### src/rtl/mhr_log_pkg.sv
package mhr_log_pkg;

    localparam int LOG_WORDS = 4;
    localparam int WORD_W    = 32;
    localparam int QUAD_W    = LOG_WORDS * WORD_W;

    typedef logic [QUAD_W-1:0] quad_t;

    // queue occupancy states
    typedef enum logic [1:0] {
        ST_IDLE    = 2'd0,
        ST_BACKLOG = 2'd1,
        ST_FULL    = 2'd2
    } occ_e;

    // action chosen for the current cycle
    typedef enum logic [2:0] {
        ACT_NONE    = 3'd0,
        ACT_LOG     = 3'd1,
        ACT_QUEUE   = 3'd2,
        ACT_DROP    = 3'd3,
        ACT_POP     = 3'd4,
        ACT_CLEAR   = 3'd5,
        ACT_RESTORE = 3'd6,
        ACT_FLUSH   = 3'd7
    } act_e;

    function automatic logic [WORD_W-1:0] swap_word(input logic [WORD_W-1:0] w);
        return {w[7:0], w[15:8], w[23:16], w[31:24]};
    endfunction

endpackage

### src/rtl/mhr_log_fifo.sv
module mhr_log_fifo
    import mhr_log_pkg::*;
#(
    parameter int STAT_W = 32,
    parameter int DEPTH  = 4,
    localparam int CNT_W = $clog2(DEPTH + 1),
    localparam int PTR_W = (DEPTH > 1) ? $clog2(DEPTH) : 1
) (
    input  logic              clk,
    input  logic              rst_n,
    input  logic              push,
    input  logic              pop,
    input  logic              flush,
    input  logic [STAT_W-1:0] in_sts,
    input  logic              in_hv,
    input  logic              in_pp,
    input  quad_t             in_hdr,
    input  quad_t             in_pfx,
    output logic [STAT_W-1:0] head_sts,
    output logic              head_hv,
    output logic              head_pp,
    output quad_t             head_hdr,
    output quad_t             head_pfx,
    output logic [STAT_W-1:0] any_sts,
    output logic [CNT_W-1:0]  count
);

    logic [PTR_W-1:0]  wr_ptr;
    logic [PTR_W-1:0]  rd_ptr;
    logic [DEPTH-1:0]  slot_vld;
    logic [STAT_W-1:0] sts_mem [DEPTH];
    logic              hv_mem  [DEPTH];
    logic              pp_mem  [DEPTH];
    quad_t             hdr_mem [DEPTH];
    quad_t             pfx_mem [DEPTH];
    logic [STAT_W-1:0] masked  [DEPTH];

    function automatic logic [PTR_W-1:0] bump(input logic [PTR_W-1:0] p);
        return (p == PTR_W'(DEPTH - 1)) ? '0 : p + 1'b1;
    endfunction

    // pointers, occupancy and per-slot valid flags
    always_ff @(posedge clk or negedge rst_n) begin
        if (!rst_n) begin
            wr_ptr   <= '0;
            rd_ptr   <= '0;
            count    <= '0;
            slot_vld <= '0;
        end else if (flush) begin
            wr_ptr   <= '0;
            rd_ptr   <= '0;
            count    <= '0;
            slot_vld <= '0;
        end else if (push) begin
            wr_ptr           <= bump(wr_ptr);
            count            <= count + CNT_W'(1);
            slot_vld[wr_ptr] <= 1'b1;
        end else if (pop) begin
            rd_ptr           <= bump(rd_ptr);
            count            <= count - CNT_W'(1);
            slot_vld[rd_ptr] <= 1'b0;
        end
    end

    // record storage
    always_ff @(posedge clk or negedge rst_n) begin
        if (!rst_n) begin
            for (int i = 0; i < DEPTH; i++) begin
                sts_mem[i] <= '0;
                hv_mem[i]  <= 1'b0;
                pp_mem[i]  <= 1'b0;
                hdr_mem[i] <= '0;
                pfx_mem[i] <= '0;
            end
        end else if (push && !flush) begin
            sts_mem[wr_ptr] <= in_sts;
            hv_mem[wr_ptr]  <= in_hv;
            pp_mem[wr_ptr]  <= in_pp;
            hdr_mem[wr_ptr] <= in_hdr;
            pfx_mem[wr_ptr] <= in_pfx;
        end
    end

    for (genvar i = 0; i < DEPTH; i++) begin : g_slot
        assign masked[i] = slot_vld[i] ? sts_mem[i] : '0;
    end

    always_comb begin
        any_sts = '0;
        for (int i = 0; i < DEPTH; i++) begin
            any_sts = any_sts | masked[i];
        end
    end

    assign head_sts = sts_mem[rd_ptr];
    assign head_hv  = hv_mem[rd_ptr];
    assign head_pp  = pp_mem[rd_ptr];
    assign head_hdr = hdr_mem[rd_ptr];
    assign head_pfx = pfx_mem[rd_ptr];

endmodule

### src/rtl/mhr_log_regs.sv
module mhr_log_regs
    import mhr_log_pkg::*;
#(
    parameter int STAT_W = 32,
    localparam int PTR_W = $clog2(STAT_W)
) (
    input  logic              clk,
    input  logic              rst_n,
    input  logic              load,
    input  logic              clear,
    input  logic [STAT_W-1:0] ld_sts,
    input  logic              ld_hv,
    input  logic              ld_pp,
    input  quad_t             ld_hdr,
    input  quad_t             ld_pfx,
    input  logic              pfx_supported,
    output logic [PTR_W-1:0]  fep_ptr,
    output logic              pfx_flag,
    output quad_t             hdr_log,
    output quad_t             pfx_log
);

    quad_t hdr_sw;
    quad_t pfx_sw;

    function automatic logic [PTR_W-1:0] low_index(input logic [STAT_W-1:0] s);
        logic [PTR_W-1:0] r;
        r = '0;
        for (int i = STAT_W - 1; i >= 0; i--) begin
            if (s[i]) r = PTR_W'(i);
        end
        return r;
    endfunction

    for (genvar w = 0; w < LOG_WORDS; w++) begin : g_word
        assign hdr_sw[w*WORD_W +: WORD_W] = swap_word(ld_hdr[w*WORD_W +: WORD_W]);
        assign pfx_sw[w*WORD_W +: WORD_W] = swap_word(ld_pfx[w*WORD_W +: WORD_W]);
    end

    always_ff @(posedge clk or negedge rst_n) begin
        if (!rst_n) begin
            fep_ptr  <= '0;
            pfx_flag <= 1'b0;
            hdr_log  <= '0;
            pfx_log  <= '0;
        end else if (load) begin
            fep_ptr <= low_index(ld_sts);
            hdr_log <= ld_hv ? hdr_sw : '0;
            if (ld_pp && pfx_supported) begin
                pfx_log  <= pfx_sw;
                pfx_flag <= 1'b1;
            end else begin
                pfx_log  <= '0;
                pfx_flag <= 1'b0;
            end
        end else if (clear) begin
            fep_ptr  <= '0;
            pfx_flag <= 1'b0;
            hdr_log  <= '0;
            pfx_log  <= '0;
        end
    end

endmodule

### src/rtl/mhr_log_ctrl.sv
module mhr_log_ctrl
    import mhr_log_pkg::*;
#(
    parameter int STAT_W = 32,
    parameter int DEPTH  = 4,
    localparam int PTR_W = $clog2(STAT_W),
    localparam int CNT_W = $clog2(DEPTH + 1)
) (
    input  logic              clk,
    input  logic              rst_n,
    input  logic              log_req,
    input  logic              sts_wr,
    input  logic              mhr_en,
    input  logic [STAT_W-1:0] uncor_sts,
    input  logic [PTR_W-1:0]  fep_ptr,
    input  logic [CNT_W-1:0]  fifo_count,
    input  logic [STAT_W-1:0] fifo_any_sts,
    output act_e              act,
    output occ_e              state,
    output logic              overflow,
    output logic [STAT_W-1:0] reassert_bits
);

    occ_e nxt;
    logic fep_set;
    logic is_full;
    logic has_backlog;

    assign fep_set     = uncor_sts[fep_ptr];
    assign is_full     = (state == ST_FULL);
    assign has_backlog = (state != ST_IDLE);

    // action selection: a status write wins over a log request
    always_comb begin
        act = ACT_NONE;
        if (sts_wr) begin
            if (!fep_set) begin
                act = (mhr_en && has_backlog) ? ACT_POP : ACT_CLEAR;
            end else begin
                act = mhr_en ? ACT_RESTORE : ACT_FLUSH;
            end
        end else if (log_req) begin
            if (mhr_en && fep_set) begin
                act = is_full ? ACT_DROP : ACT_QUEUE;
            end else begin
                act = ACT_LOG;
            end
        end
    end

    // occupancy transitions
    always_comb begin
        nxt = state;
        unique case (state)
            ST_IDLE: begin
                if (act == ACT_QUEUE) nxt = (DEPTH == 1) ? ST_FULL : ST_BACKLOG;
            end
            ST_BACKLOG: begin
                if (act == ACT_QUEUE) begin
                    nxt = (fifo_count == CNT_W'(DEPTH - 1)) ? ST_FULL : ST_BACKLOG;
                end else if (act == ACT_POP) begin
                    nxt = (fifo_count == CNT_W'(1)) ? ST_IDLE : ST_BACKLOG;
                end else if (act == ACT_FLUSH) begin
                    nxt = ST_IDLE;
                end
            end
            ST_FULL: begin
                if (act == ACT_POP) begin
                    nxt = (DEPTH == 1) ? ST_IDLE : ST_BACKLOG;
                end else if (act == ACT_FLUSH) begin
                    nxt = ST_IDLE;
                end
            end
            default: nxt = ST_IDLE;
        endcase
    end

    // state register
    always_ff @(posedge clk or negedge rst_n) begin
        if (!rst_n) state <= ST_IDLE;
        else        state <= nxt;
    end

    // registered pulse outputs
    always_ff @(posedge clk or negedge rst_n) begin
        if (!rst_n) begin
            overflow      <= 1'b0;
            reassert_bits <= '0;
        end else begin
            overflow      <= (act == ACT_DROP);
            reassert_bits <= (act == ACT_POP || act == ACT_RESTORE) ? fifo_any_sts : '0;
        end
    end

endmodule

### src/rtl/mhr_error_log.sv
module mhr_error_log
    import mhr_log_pkg::*;
#(
    parameter int STAT_W = 32,
    parameter int DEPTH  = 4,
    localparam int PTR_W = $clog2(STAT_W),
    localparam int CNT_W = $clog2(DEPTH + 1)
) (
    input  logic              clk,
    input  logic              rst_n,
    input  logic              mhr_en,
    input  logic              pfx_supported,
    input  logic              log_req,
    input  logic [STAT_W-1:0] log_status,
    input  logic              log_hdr_valid,
    input  logic              log_pfx_present,
    input  logic [QUAD_W-1:0] log_hdr,
    input  logic [QUAD_W-1:0] log_pfx,
    input  logic              sts_wr,
    input  logic [STAT_W-1:0] uncor_sts,
    output logic [PTR_W-1:0]  fep_ptr,
    output logic              pfx_flag,
    output logic [QUAD_W-1:0] hdr_log,
    output logic [QUAD_W-1:0] pfx_log,
    output logic [STAT_W-1:0] reassert_bits,
    output logic              overflow
);

    act_e              act;
    occ_e              state;
    logic [CNT_W-1:0]  fifo_count;
    logic [STAT_W-1:0] fifo_any;
    logic [STAT_W-1:0] head_sts;
    logic              head_hv;
    logic              head_pp;
    quad_t             head_hdr;
    quad_t             head_pfx;

    logic              from_queue;
    logic [STAT_W-1:0] ld_sts;
    logic              ld_hv;
    logic              ld_pp;
    quad_t             ld_hdr;
    quad_t             ld_pfx;

    mhr_log_ctrl #(.STAT_W(STAT_W), .DEPTH(DEPTH)) u_ctrl (
        .clk           (clk),
        .rst_n         (rst_n),
        .log_req       (log_req),
        .sts_wr        (sts_wr),
        .mhr_en        (mhr_en),
        .uncor_sts     (uncor_sts),
        .fep_ptr       (fep_ptr),
        .fifo_count    (fifo_count),
        .fifo_any_sts  (fifo_any),
        .act           (act),
        .state         (state),
        .overflow      (overflow),
        .reassert_bits (reassert_bits)
    );

    mhr_log_fifo #(.STAT_W(STAT_W), .DEPTH(DEPTH)) u_fifo (
        .clk      (clk),
        .rst_n    (rst_n),
        .push     (act == ACT_QUEUE),
        .pop      (act == ACT_POP),
        .flush    (act == ACT_FLUSH),
        .in_sts   (log_status),
        .in_hv    (log_hdr_valid),
        .in_pp    (log_pfx_present),
        .in_hdr   (log_hdr),
        .in_pfx   (log_pfx),
        .head_sts (head_sts),
        .head_hv  (head_hv),
        .head_pp  (head_pp),
        .head_hdr (head_hdr),
        .head_pfx (head_pfx),
        .any_sts  (fifo_any),
        .count    (fifo_count)
    );

    assign from_queue = (act == ACT_POP);
    assign ld_sts = from_queue ? head_sts : log_status;
    assign ld_hv  = from_queue ? head_hv  : log_hdr_valid;
    assign ld_pp  = from_queue ? head_pp  : log_pfx_present;
    assign ld_hdr = from_queue ? head_hdr : log_hdr;
    assign ld_pfx = from_queue ? head_pfx : log_pfx;

    mhr_log_regs #(.STAT_W(STAT_W)) u_regs (
        .clk           (clk),
        .rst_n         (rst_n),
        .load          (act == ACT_LOG || act == ACT_POP),
        .clear         (act == ACT_CLEAR),
        .ld_sts        (ld_sts),
        .ld_hv         (ld_hv),
        .ld_pp         (ld_pp),
        .ld_hdr        (ld_hdr),
        .ld_pfx        (ld_pfx),
        .pfx_supported (pfx_supported),
        .fep_ptr       (fep_ptr),
        .pfx_flag      (pfx_flag),
        .hdr_log       (hdr_log),
        .pfx_log       (pfx_log)
    );

endmodule

### config.mk
export PLATFORM = sky130hd
export DESIGN_NAME = mhr_error_log
export DESIGN_NICKNAME = d
export VERILOG_FILES = /design/src/rtl/mhr_log_pkg.sv /design/src/rtl/mhr_log_fifo.sv /design/src/rtl/mhr_log_regs.sv /design/src/rtl/mhr_log_ctrl.sv /design/src/rtl/mhr_error_log.sv
export SDC_FILE = /design/constraint.sdc
export NUM_CORES = 2
export LEC_CHECK = 0
export BUFFER_PORTS_ARGS = -buffer_cell sky130_fd_sc_hd__buf_2
export CORE_AREA = 5 5 290 505
export DETAILED_ROUTE_END_ITERATION = 7
export DIE_AREA = 0 0 295 510
export MAX_ROUTING_LAYER = met4
export PLACE_DENSITY_LB_ADDON = 0.2
export SETUP_SLACK_MARGIN = 0.4
export SLEW_MARGIN = 10
export SYNTH_ARGS = -nofsm -noshare
export SYNTH_HDL_FRONTEND = slang
export SYNTH_SLANG_ARGS = --single-unit
### constraint.sdc
create_clock -name clk -period 2.8 [get_ports clk]
set_clock_uncertainty 0.15 [all_clocks]
set_input_delay 0.56 -clock clk [delete_from_list [all_inputs] [get_ports clk]]
set_output_delay 0.56 -clock clk [all_outputs]
set_load 0.01 [all_outputs]
==> run summary <==
Clock Sinks - 1468
Vias in the first global route - 46337
WP buf/inv - 4
WP depth - 12
Area Growth Syn to Fin - 24.1%
Die area - 150000 um2
Worst-Margin Slew - 0.897 ns
Total number of vias - 42419
Row count - 183
Max_cap viols - 0
Clock latency on the worst-skew pair - 0.76 ns
CP most frequent cell - buf_4
Chip width - 295 um
Worst setup path endpoint - u_regs.pfx_log[23]$_DFFE_PN0P_
Core Box Area - 142000 um2
CTS Buf Count - 140
Reg2reg end - u_regs.pfx_log[23]$_DFFE_PN0P_
DRC viols - 0
1st-iter DRT viols - 2367
Commonest non-fill, non-tap cells in the layout - 1463 x dfrtp_1, 679 x mux2_4, 621 x buf_2, 455 x mux2_2, 309 x nand2_1
Leakage dissipation - 40.5 nW
Final setup viols - 1304
H-tree levels - 4
Sequential-to-total area share from yosys stat - 0.544
Slew Viols, Final - 0
I/O Pins - 623
Pwr Total - 77.0 mW
Clock transition at path regs - 0.07 ns
Commonest non-fill, non-tap cell in the layout - dfrtp_1
Power Dens Cells - 918 nW/um2
Setup WS post-layout - -0.257 ns
Clk buf depth - 3
Worst EP required - 3.32 ns
FF-to-FF path depth - 12
Fillers - 10969
Violated checks - setup timing
Largest net degree at the start of global routing - 98
Area of the multi-input gates - 29100 um2
Crit start category - flop
Hpwl dp - 122000 um
Port Buffer Count - 622
GRT Util Overall - 0.246
GPL Wtd Cong - 0.831
Synthesized Nets - 4729
Mapped Cells - 4389
Synthesized area - 67500 um2
Avg Inst Size Synth - 15.4 um2
Setup_tns - -156.90 ns
CP endpoint kind - flop
Crit share post-route - 1.09
Critical Path Fanout Max - 56
CP Class - reg -> reg
TritonCTS clock tree - built
Die height - 510 um
Final WL - 184000 um
CP Cell Sequence - buf_12 > mux2i_1 > nand2_1 > nand3_2 > buf_4 > nand4_4 > nor2_4 > buf_4 > a21oi_1 > or3b_4 > buf_16 > o21ai_1
First-pass GRT wire length - 282000 um
Asr flop ratio synth - 1.00
Max_slew headroom - 0.402
Hold Path Depth - 3
Final number of hold-violating endpoints - 0
Final nets - 5834
Initial core utilization - 0.476
Synth unique cells - 60
Crit path time final - 3.06 ns
Routed wire length per instance - 24.6 um
Post-synth EDFFs - 0
Via density - 5.67
Family with the most delay on the worst path - simple AND/OR/NAND/NOR gates
CP startpoint - u_regs.fep_ptr[1]$_DFFE_PN0P_
FF+latch count, synth - 1468
Synth Flop Type - dfrtp_1
Antenna violations before repair - 34
Arr. time, crit path - 3.58 ns
RR Startpoint - u_regs.fep_ptr[1]$_DFFE_PN0P_
Clock Root Buffer - clkbuf_16
Fmax - 0.327 GHz
RSZ-0062 raised after global routing - yes
Status - finished, violations left
Hold/Removal Path Class - in -> reg
Final Core Density - 0.591
Seq. cell area - 36700 um2
Synthesis Warnings - 0
CP max-delay cell - or3b_4
GRT overflow - 0
Peak per-stage delay on the critical path - 0.51 ns
1st-pass router iterations - 5
Layout cells sized above 1 - 0.480
ANT nets after route - 0
Pre-CTS setup slack - -0.236 ns
Worst vdd ir - 0.000721 V
Reg2reg setup slack - -0.26 ns
==> stage by stage <==
| step | std cells | hold WS, ns | instance area [um2] |
|---|---|---|---|
| finish | 7484 | 0.0823 | 83800 |
| global route | 7483 | 0.0363 | 83800 |
| CTS | 7420 | 0.00948 | 83200 |
| detailed placement | 6872 | 0.316 | 75200 |
| global placement | 6872 | 0.308 | 75200 |
| floorplan | 4389 | 0.114 | 68000 |
==> sequential cells by signal (all words and copies together) (netlist names) <==
name / flops
u_fifo.hdr_mem: 512
u_fifo.pfx_mem: 512
u_fifo.sts_mem: 128
u_regs.hdr_log: 128
u_regs.pfx_log: 128
u_ctrl.reassert_bits: 32
u_regs.fep_ptr: 5
u_fifo.hv_mem: 4
u_fifo.pp_mem: 4
u_fifo.slot_vld: 4
u_fifo.count: 3
u_ctrl.state: 2
u_fifo.rd_ptr: 2
u_fifo.wr_ptr: 2
u_ctrl.overflow: 1
u_regs.pfx_flag: 1
==> layout make-up <==
type	instances	share of cell area
diodes	34	0.00102
clock buffers	186	0.0472
clock inverters	62	0.0101
inverters	17	0.000762
multi-input cells	2586	0.347
flip-flops and latches	1468	0.439
well taps	1850	0.0276
repair buffers	1281	0.128
==> layer usage <==
| layer | share of wire | global-route usage |
|---|---|---|
| met4 | 0.025 | 0.0692 |
| met1 | 0.42 | 0.316 |
| met3 | 0.059 | 0.0494 |
| met5 | 0 | - |
| met2 | 0.50 | 0.402 |
==> cells by family after synthesis <==
kind of cell | count (synthesis) | synth area share
AO/OA/AOI/OAI | 542 | 0.0462
XOR/XNOR | 1 | 0.000130
adder cells (fa/ha/maj) | 12 | 0.00222
buffers and inverters | 336 | 0.0293
flip-flops | 1468 | 0.544
multiplexers | 1622 | 0.352
AND/OR/NAND/NOR | 408 | 0.0261
==> power breakdown <==
part           internal, mW  switching, mW  total (mW)  leakage [nW]
sequential             28.2           4.08        32.2          19.3
clock                  11.4           8.58        20.0          2.38
combinational          15.0           9.73        24.7          18.8
==> synth_stat cells, types with 4 or more instances <==
cell type	n	share of area
a21oi_1	57	0.0042
a22oi_1	71	0.0079
a31oi_1	4	0.00037
and2_1	4	0.00037
buf_1	10	0.00056
buf_2	79	0.0059
buf_6	82	0.014
clkbuf_1	147	0.0082
dfrtp_1	1468	0.54
ha_1	12	0.0022
inv_1	17	0.00094
mux2_1	29	0.0048
mux2_2	456	0.076
mux2_4	658	0.15
mux2i_1	189	0.028
mux4_2	290	0.097
nand2_1	311	0.017
nand2b_1	6	0.00056
nand3_1	4	0.00030
nor2_1	27	0.0015
nor2b_1	8	0.00074
nor3_1	12	0.00089
nor4_1	6	0.00056
o21ai_0	275	0.020
o21ai_1	11	0.00082
o22ai_1	87	0.0081
o31ai_1	9	0.0010
or2_2	4	0.00037
or4_1	8	0.00089
==> worst min-delay path by stage <==
stage / startpoint / to
after CTS: log_status[10] / u_fifo.sts_mem[10]$_DFFE_PN0P_
final: sts_wr / u_ctrl.overflow$_DFF_PN0_
after detailed placement: u_regs.pfx_log[42]$_DFFE_PN0P_ / u_regs.pfx_log[42]$_DFFE_PN0P_
after global placement: u_regs.pfx_log[47]$_DFFE_PN0P_ / u_regs.pfx_log[47]$_DFFE_PN0P_
after floorplan: rst_n / u_ctrl.overflow$_DFF_PN0_
after global routing: sts_wr / u_ctrl.overflow$_DFF_PN0_
==> tightest hold or removal path, stage by stage <==
cell and delay (ns):
buf_2 0.09, buf_4 0.19, nor4_1 0.08
==> timing repair <==
action,CTS,global route
endpoints found under the setup margin,1463,1467
endpoints found under the hold margin,1556,0
pin swaps,1,5
gates cloned,3,11
gates resized for setup,27,76
hold buffers,291,0
buffers inserted,6,19
No activity file was read; power rests on OpenSTA's default activity.
